## config.mk

```make
export PLATFORM = sky130hd
export DESIGN_NAME = split_reloc_unit
export DESIGN_NICKNAME = d
export VERILOG_FILES = /design/src/rtl/split_reloc_pkg.sv /design/src/rtl/reloc_ctrl.sv /design/src/rtl/reloc_datapath.sv /design/src/rtl/split_reloc_unit.sv
export SDC_FILE = /design/constraint.sdc
export NUM_CORES = 1
export LEC_CHECK = 0
export BUFFER_PORTS_ARGS = -buffer_cell sky130_fd_sc_hd__buf_2
export CAP_MARGIN = 20
export CORE_AREA = 10 10 104 106
export CTS_CLUSTER_SIZE = 8
export DETAILED_ROUTE_END_ITERATION = 16
export DIE_AREA = 0 0 114 116
export PLACE_DENSITY = 0.87
export SLEW_MARGIN = 20
export SYNTH_ARGS = -nofsm -noshare
export SYNTH_HDL_FRONTEND = slang
export SYNTH_SLANG_ARGS = --single-unit
export TNS_END_PERCENT = 5
```

## constraint.sdc

```tcl
create_clock -name clk -period 2.7 [get_ports clk]
set_input_delay 0.54 -clock clk [delete_from_list [all_inputs] [get_ports clk]]
set_output_delay 0.54 -clock clk [all_outputs]
set_load 0.005 [all_outputs]
```

## src/rtl/split_reloc_pkg.sv

```systemverilog
package split_reloc_pkg;
  localparam int NUM_PAIRS = 2;   // pair 0: code, pair 1: data
  localparam int CODE_PAIR = 0;
  localparam int DATA_PAIR = 1;

  typedef enum logic [1:0] {
    FLT_NONE    = 2'b00,
    FLT_LIMIT   = 2'b01,
    FLT_CODE_WR = 2'b10
  } fault_e;

  // Strobes from control to datapath
  typedef struct packed {
    logic [2*NUM_PAIRS-1:0] regWr;   // index = pair*2 + (0 base, 1 limit)
    logic                   selCode;
    logic                   rspLoad;
    fault_e                 fault;
  } reloc_strobe_t;
endpackage

```

## src/rtl/reloc_ctrl.sv

```systemverilog
module reloc_ctrl
  import split_reloc_pkg::*;
(
  input  logic          clk,
  input  logic          rstN,
  input  logic          cfgWrEn,
  input  logic          cfgSupervisor,
  input  logic [1:0]    cfgSel,
  input  logic          reqValid,
  input  logic          reqFetch,
  input  logic          reqWrite,
  input  logic          inLimit,
  output reloc_strobe_t strb,
  output logic          cfgDenied
);
  logic wrAllowed;
  logic wrRejected;

  assign wrAllowed  = cfgWrEn && cfgSupervisor;
  assign wrRejected = cfgWrEn && !cfgSupervisor;

  always_comb begin
    strb = '0;
    for (int i = 0; i < 2*NUM_PAIRS; i++) begin
      strb.regWr[i] = wrAllowed && (cfgSel == i[1:0]);
    end
    strb.selCode = reqFetch;
    strb.rspLoad = reqValid;
    if (reqFetch && reqWrite)  strb.fault = FLT_CODE_WR;
    else if (!inLimit)         strb.fault = FLT_LIMIT;
    else                       strb.fault = FLT_NONE;
  end

  always_ff @(posedge clk or negedge rstN) begin
    if (!rstN) cfgDenied <= 1'b0;
    else       cfgDenied <= wrRejected;
  end
endmodule

```

## src/rtl/reloc_datapath.sv

```systemverilog
module reloc_datapath
  import split_reloc_pkg::*;
#(
  parameter int LA_W = 16,
  parameter int PA_W = 20
) (
  input  logic            clk,
  input  logic            rstN,
  input  reloc_strobe_t   strb,
  input  logic [PA_W-1:0] cfgData,
  input  logic [LA_W-1:0] reqAddr,
  output logic            inLimit,
  output logic            rspValid,
  output logic [PA_W-1:0] rspAddr,
  output fault_e          rspFault
);
  localparam int EXT_W = PA_W - LA_W;

  logic [PA_W-1:0] baseReg [NUM_PAIRS];
  logic [LA_W-1:0] limReg  [NUM_PAIRS];

  for (genvar p = 0; p < NUM_PAIRS; p++) begin : g_pair
    always_ff @(posedge clk or negedge rstN) begin
      if (!rstN) begin
        baseReg[p] <= '0;
        limReg[p]  <= '0;
      end else begin
        if (strb.regWr[2*p])   baseReg[p] <= cfgData;
        if (strb.regWr[2*p+1]) limReg[p]  <= cfgData[LA_W-1:0];
      end
    end
  end

  logic [PA_W-1:0] selBase;
  logic [LA_W-1:0] selLim;
  logic [PA_W-1:0] physAddr;

  assign selBase  = strb.selCode ? baseReg[CODE_PAIR] : baseReg[DATA_PAIR];
  assign selLim   = strb.selCode ? limReg[CODE_PAIR]  : limReg[DATA_PAIR];
  assign inLimit  = reqAddr < selLim;
  assign physAddr = selBase + {{EXT_W{1'b0}}, reqAddr};

  always_ff @(posedge clk or negedge rstN) begin
    if (!rstN) begin
      rspValid <= 1'b0;
      rspAddr  <= '0;
      rspFault <= FLT_NONE;
    end else begin
      rspValid <= strb.rspLoad;
      rspFault <= strb.rspLoad ? strb.fault : FLT_NONE;
      rspAddr  <= (strb.rspLoad && strb.fault == FLT_NONE) ? physAddr : '0;
    end
  end
endmodule

```

## src/rtl/split_reloc_unit.sv

```systemverilog
module split_reloc_unit
  import split_reloc_pkg::*;
#(
  parameter int LA_W = 16,
  parameter int PA_W = 20
) (
  input  logic            clk,
  input  logic            rstN,
  input  logic            cfgWrEn,
  input  logic            cfgSupervisor,
  input  logic [1:0]      cfgSel,
  input  logic [PA_W-1:0] cfgData,
  output logic            cfgDenied,
  input  logic            reqValid,
  input  logic [LA_W-1:0] reqAddr,
  input  logic            reqFetch,
  input  logic            reqWrite,
  output logic            rspValid,
  output logic [PA_W-1:0] rspAddr,
  output logic [1:0]      rspFault
);
  reloc_strobe_t strb;
  logic          inLimit;
  fault_e        faultQ;

  reloc_ctrl ctrl_i (
    .clk(clk), .rstN(rstN),
    .cfgWrEn(cfgWrEn), .cfgSupervisor(cfgSupervisor), .cfgSel(cfgSel),
    .reqValid(reqValid), .reqFetch(reqFetch), .reqWrite(reqWrite),
    .inLimit(inLimit), .strb(strb), .cfgDenied(cfgDenied)
  );

  reloc_datapath #(.LA_W(LA_W), .PA_W(PA_W)) dp_i (
    .clk(clk), .rstN(rstN), .strb(strb), .cfgData(cfgData),
    .reqAddr(reqAddr), .inLimit(inLimit),
    .rspValid(rspValid), .rspAddr(rspAddr), .rspFault(faultQ)
  );

  assign rspFault = faultQ;
endmodule

```

==> impl_metrics.csv <==
group,metric,value,unit
critical_path,required,2.99,ns
yosys,synth_edf_count,0,
critical_path,crit_family,"compound AO/OA/AOI/OAI gates",
critical_path,critPathSlowestCell,"a2111o_1",
place,place_area,5960,um^2
yosys,seq_area_frac_synth,48.0,%
floorplanning,rows,34,
routing,routed_via_density,5.80,
clock_network,clockRootBuffer,"clkbuf_8",
routing,drt_wl_total,12.1,mm
place,place_congestion,0.809,
sta,skew,0.00985,ns
routing,vias,3712,
floorplanning,die_x,114,um
global_route,grt_pass1_vias,3989,
global_route,grt_first_pass_wirelength,19.9,mm
routing,drt_iter0_drc,135,
routing,wire_per_inst,18.9,um
floorplanning,ios,69,
yosys,async_reset_ff_share,100,%
global_route,grt_antenna_before_repair,0,
place,dpl.hpwl,8.81,mm
critical_path,worstSetupEndpointType,"flip-flop",
yosys,syn-cell-area,5000,um^2
clock_network,cts_hold_buf,0,
clock_network,clockBufferDepth,2,
critical_path,crit_arrival,2.84,ns
clock_network,numCtsBuffers,9,
yosys,synth_top_area_cell,"dfrtp_1",
place,numPortBuffers,68,
flow_run,maxCapViolations,0,
yosys,synthCells,406,
yosys,synth_top_area_share,48.0,%
sta,finalSetupTns,0,ns
routing,route.detailed.drc,0,
sta,fmax,392,MHz
run_status,status,"finished clean",
floorplanning,start_util,57.6,%
layout,drive_above_1_share,45.3,%
floorplanning,die_area,13200,um^2
yosys,synth_area_leaders,"dfrtp_1, mux2_2, ha_1",
sta,post-route-min-period,2.55,ns
routing,final_antenna_net_count,0,
yosys,syn_avg_cell_area,12.3,um^2
layout,fin_area,6150,um^2
sta,worst_pin_slew,0.657,ns
critical_path,setup.worst_path.start_class,"primary input",
routing,first_pass_iters,4,
yosys,yosysWarnings,0,
clock_network,cts_max_level,3,
sta,period_share,94.4,%
global_route,overflow,0,
yosys,synth_cell_type_count,45,
layout,area_delta_synth_final,22.9,%
yosys,synth_nets,483,
yosys,ys.flop_type,"dfrtp_1",
sta,maxSlewHeadroom,56.2,%
critical_path,path_class,"in -> reg",
pwr,max-vdd-ir-drop,330,uV
min_path,min_path_type,"in -> async",
global_route,grtUsageTotal,18.6,%
clock_network,clk_pin_slew_worst_paths,0.10,ns
layout,fin_util,70.8,%
sta,rsz0062_at_grt,"yes",
critical_path,cpPeakStageDelay,0.43,ns
floorplanning,die_h,116,um
clock_network,tritoncts,"yes",
yosys,ys_seq_elements,96,
clock_network,cts.sinks,96,
clock_network,clock_latency,0.38,ns
sta,hold_violations,0,
sta,slew_violations,0,
global_route,grt_max_degree,53,
critical_path,cp_max_fo,29,
layout,diodes,0,
floorplanning,core,8680,um^2
sta,setup_viol,0,
pwr,leakagePower,2.97,nW
critical_path,cp_num_buf_inv,2,
critical_path,path_cells,"buf_2 -> buf_12 -> mux2_2 -> ha_1 -> a21oi_1 -> o21ai_1 -> a2111o_1 -> o211a_1 -> o21ai_0 -> nor3b_1",
pwr,p_per_area,722,nW/um^2
layout,nets,604,
[cells in the mapped netlist (3+ instances only)]
library cell / count
nand3_1: 5
xnor2_1: 7
ha_1: 31
mux2i_1: 18
o21a_1: 4
a31oi_1: 3
o211ai_1: 3
nor3b_1: 3
buf_2: 6
nor2_1: 23
a21oi_1: 21
nand4_1: 3
xor2_1: 6
a21o_1: 6
clkbuf_1: 6
dfrtp_1: 96
o21ai_0: 6
nor3_1: 6
nand2_1: 20
a211oi_1: 4
nor2b_1: 4
and2_1: 7
mux2_2: 89
[cell families (layout without fill, tap and decap cells)]
family                   Yosys count  after routing  synth area share (%)
adder cells (fa/ha/maj)           32             32                  8.16
AND/OR/NAND/NOR                   77             77                  7.46
XOR/XNOR                          13             13                  2.28
flip-flops                        96             96                  48.0
buffers and inverters             16            142                  1.43
multiplexers                     108            108                  23.9
AO/OA/AOI/OAI                     64             64                  8.78
[per-layer routing]
layer  vias up  wire length [um]  track usage [%]
met1      1865              5200             22.7
met4         0               285             7.77
met2        87              5950             31.5
li1       1737                 -                -
met3        23               650             3.77
met5         -                 0                0
[stage by stage]
stage,worst slack [ns],power [mW],cells,hold WS (ns)
floorplan,-0.0144,2.89,406,0.244
global placement,-0.178,3.42,624,0.482
finish,0.150,4.44,640,0.173
detailed placement,-0.252,3.51,624,0.491
global route,-0.00744,4.70,640,0.244
CTS,0.113,4.44,640,0.207
[sequential cells by signal (all words and copies together) (netlist names)]
signal            count
ctrl_i.cfgDenied      1
dp_i.rspFault         2
dp_i.rspValid         1
dp_i.limReg          32
dp_i.rspAddr         20
dp_i.baseReg         40
[final timing paths]
| kind | start | cells past startpoint | slack (ns) | end |
|---|---|---|---|---|
| hold reg to reg | dp_i.baseReg[3]$_DFFE_PN0P_ | 1 | 0.51 | dp_i.baseReg[3]$_DFFE_PN0P_ |
| max in group asynchronous | rstN | 2 | 1.86 | dp_i.baseReg[17]$_DFFE_PN0P_ |
| hold / removal | rstN | 1 | 0.17 | dp_i.limReg[5]$_DFFE_PN0P_ |
| setup reg to reg | dp_i.baseReg[20]$_DFFE_PN0P_ | 9 | 0.17 | dp_i.rspAddr[12]$_DFF_PN0_ |
| setup / recovery | reqFetch | 10 | 0.15 | dp_i.rspAddr[17]$_DFF_PN0_ |
| min in group clk | reqValid | 1 | 0.32 | dp_i.rspValid$_DFF_PN0_ |
[repair_timing]
item	4_1_cts	5_1_grt
buffers inserted	0	0
gates resized for setup	0	1
endpoints found under the setup margin	0	3
[layout by cell type, fill, tap and decap left out, types with 4 or more instances in the layout]
cell type | netlist | layout
a21o_1 | 6 | 6
a21oi_1 | 21 | 21
and2_1 | 7 | 7
buf_2 | 6 | 67
buf_4 | 1 | 55
clkbuf_8 | 0 | 9
dfrtp_1 | 96 | 96
ha_1 | 31 | 26
ha_4 | 0 | 5
mux2_2 | 89 | 85
mux2_4 | 0 | 4
mux2i_1 | 18 | 18
nand2_1 | 20 | 20
nand3_1 | 5 | 5
nor2_1 | 23 | 23
nor2b_1 | 4 | 4
nor3_1 | 6 | 5
o21a_1 | 4 | 4
o21ai_0 | 6 | 5
xnor2_1 | 7 | 7
xor2_1 | 6 | 6
[area by class of cell]
cell class	instances	area [um^2]
sequential	96	2400
fill	611	2530
multi-input combinational	294	2630
tap	108	135
inverter	2	7.51
timing repair buffer	124	788
clock buffer	9	124
clock inverter	7	62.6
[where the power goes]
part	total, mW	switching [mW]	internal [mW]
clock	0.915	0.559	0.356
combinational	1.65	0.770	0.878
sequential	1.88	0.146	1.73
Power figures use the tool's default switching activity.
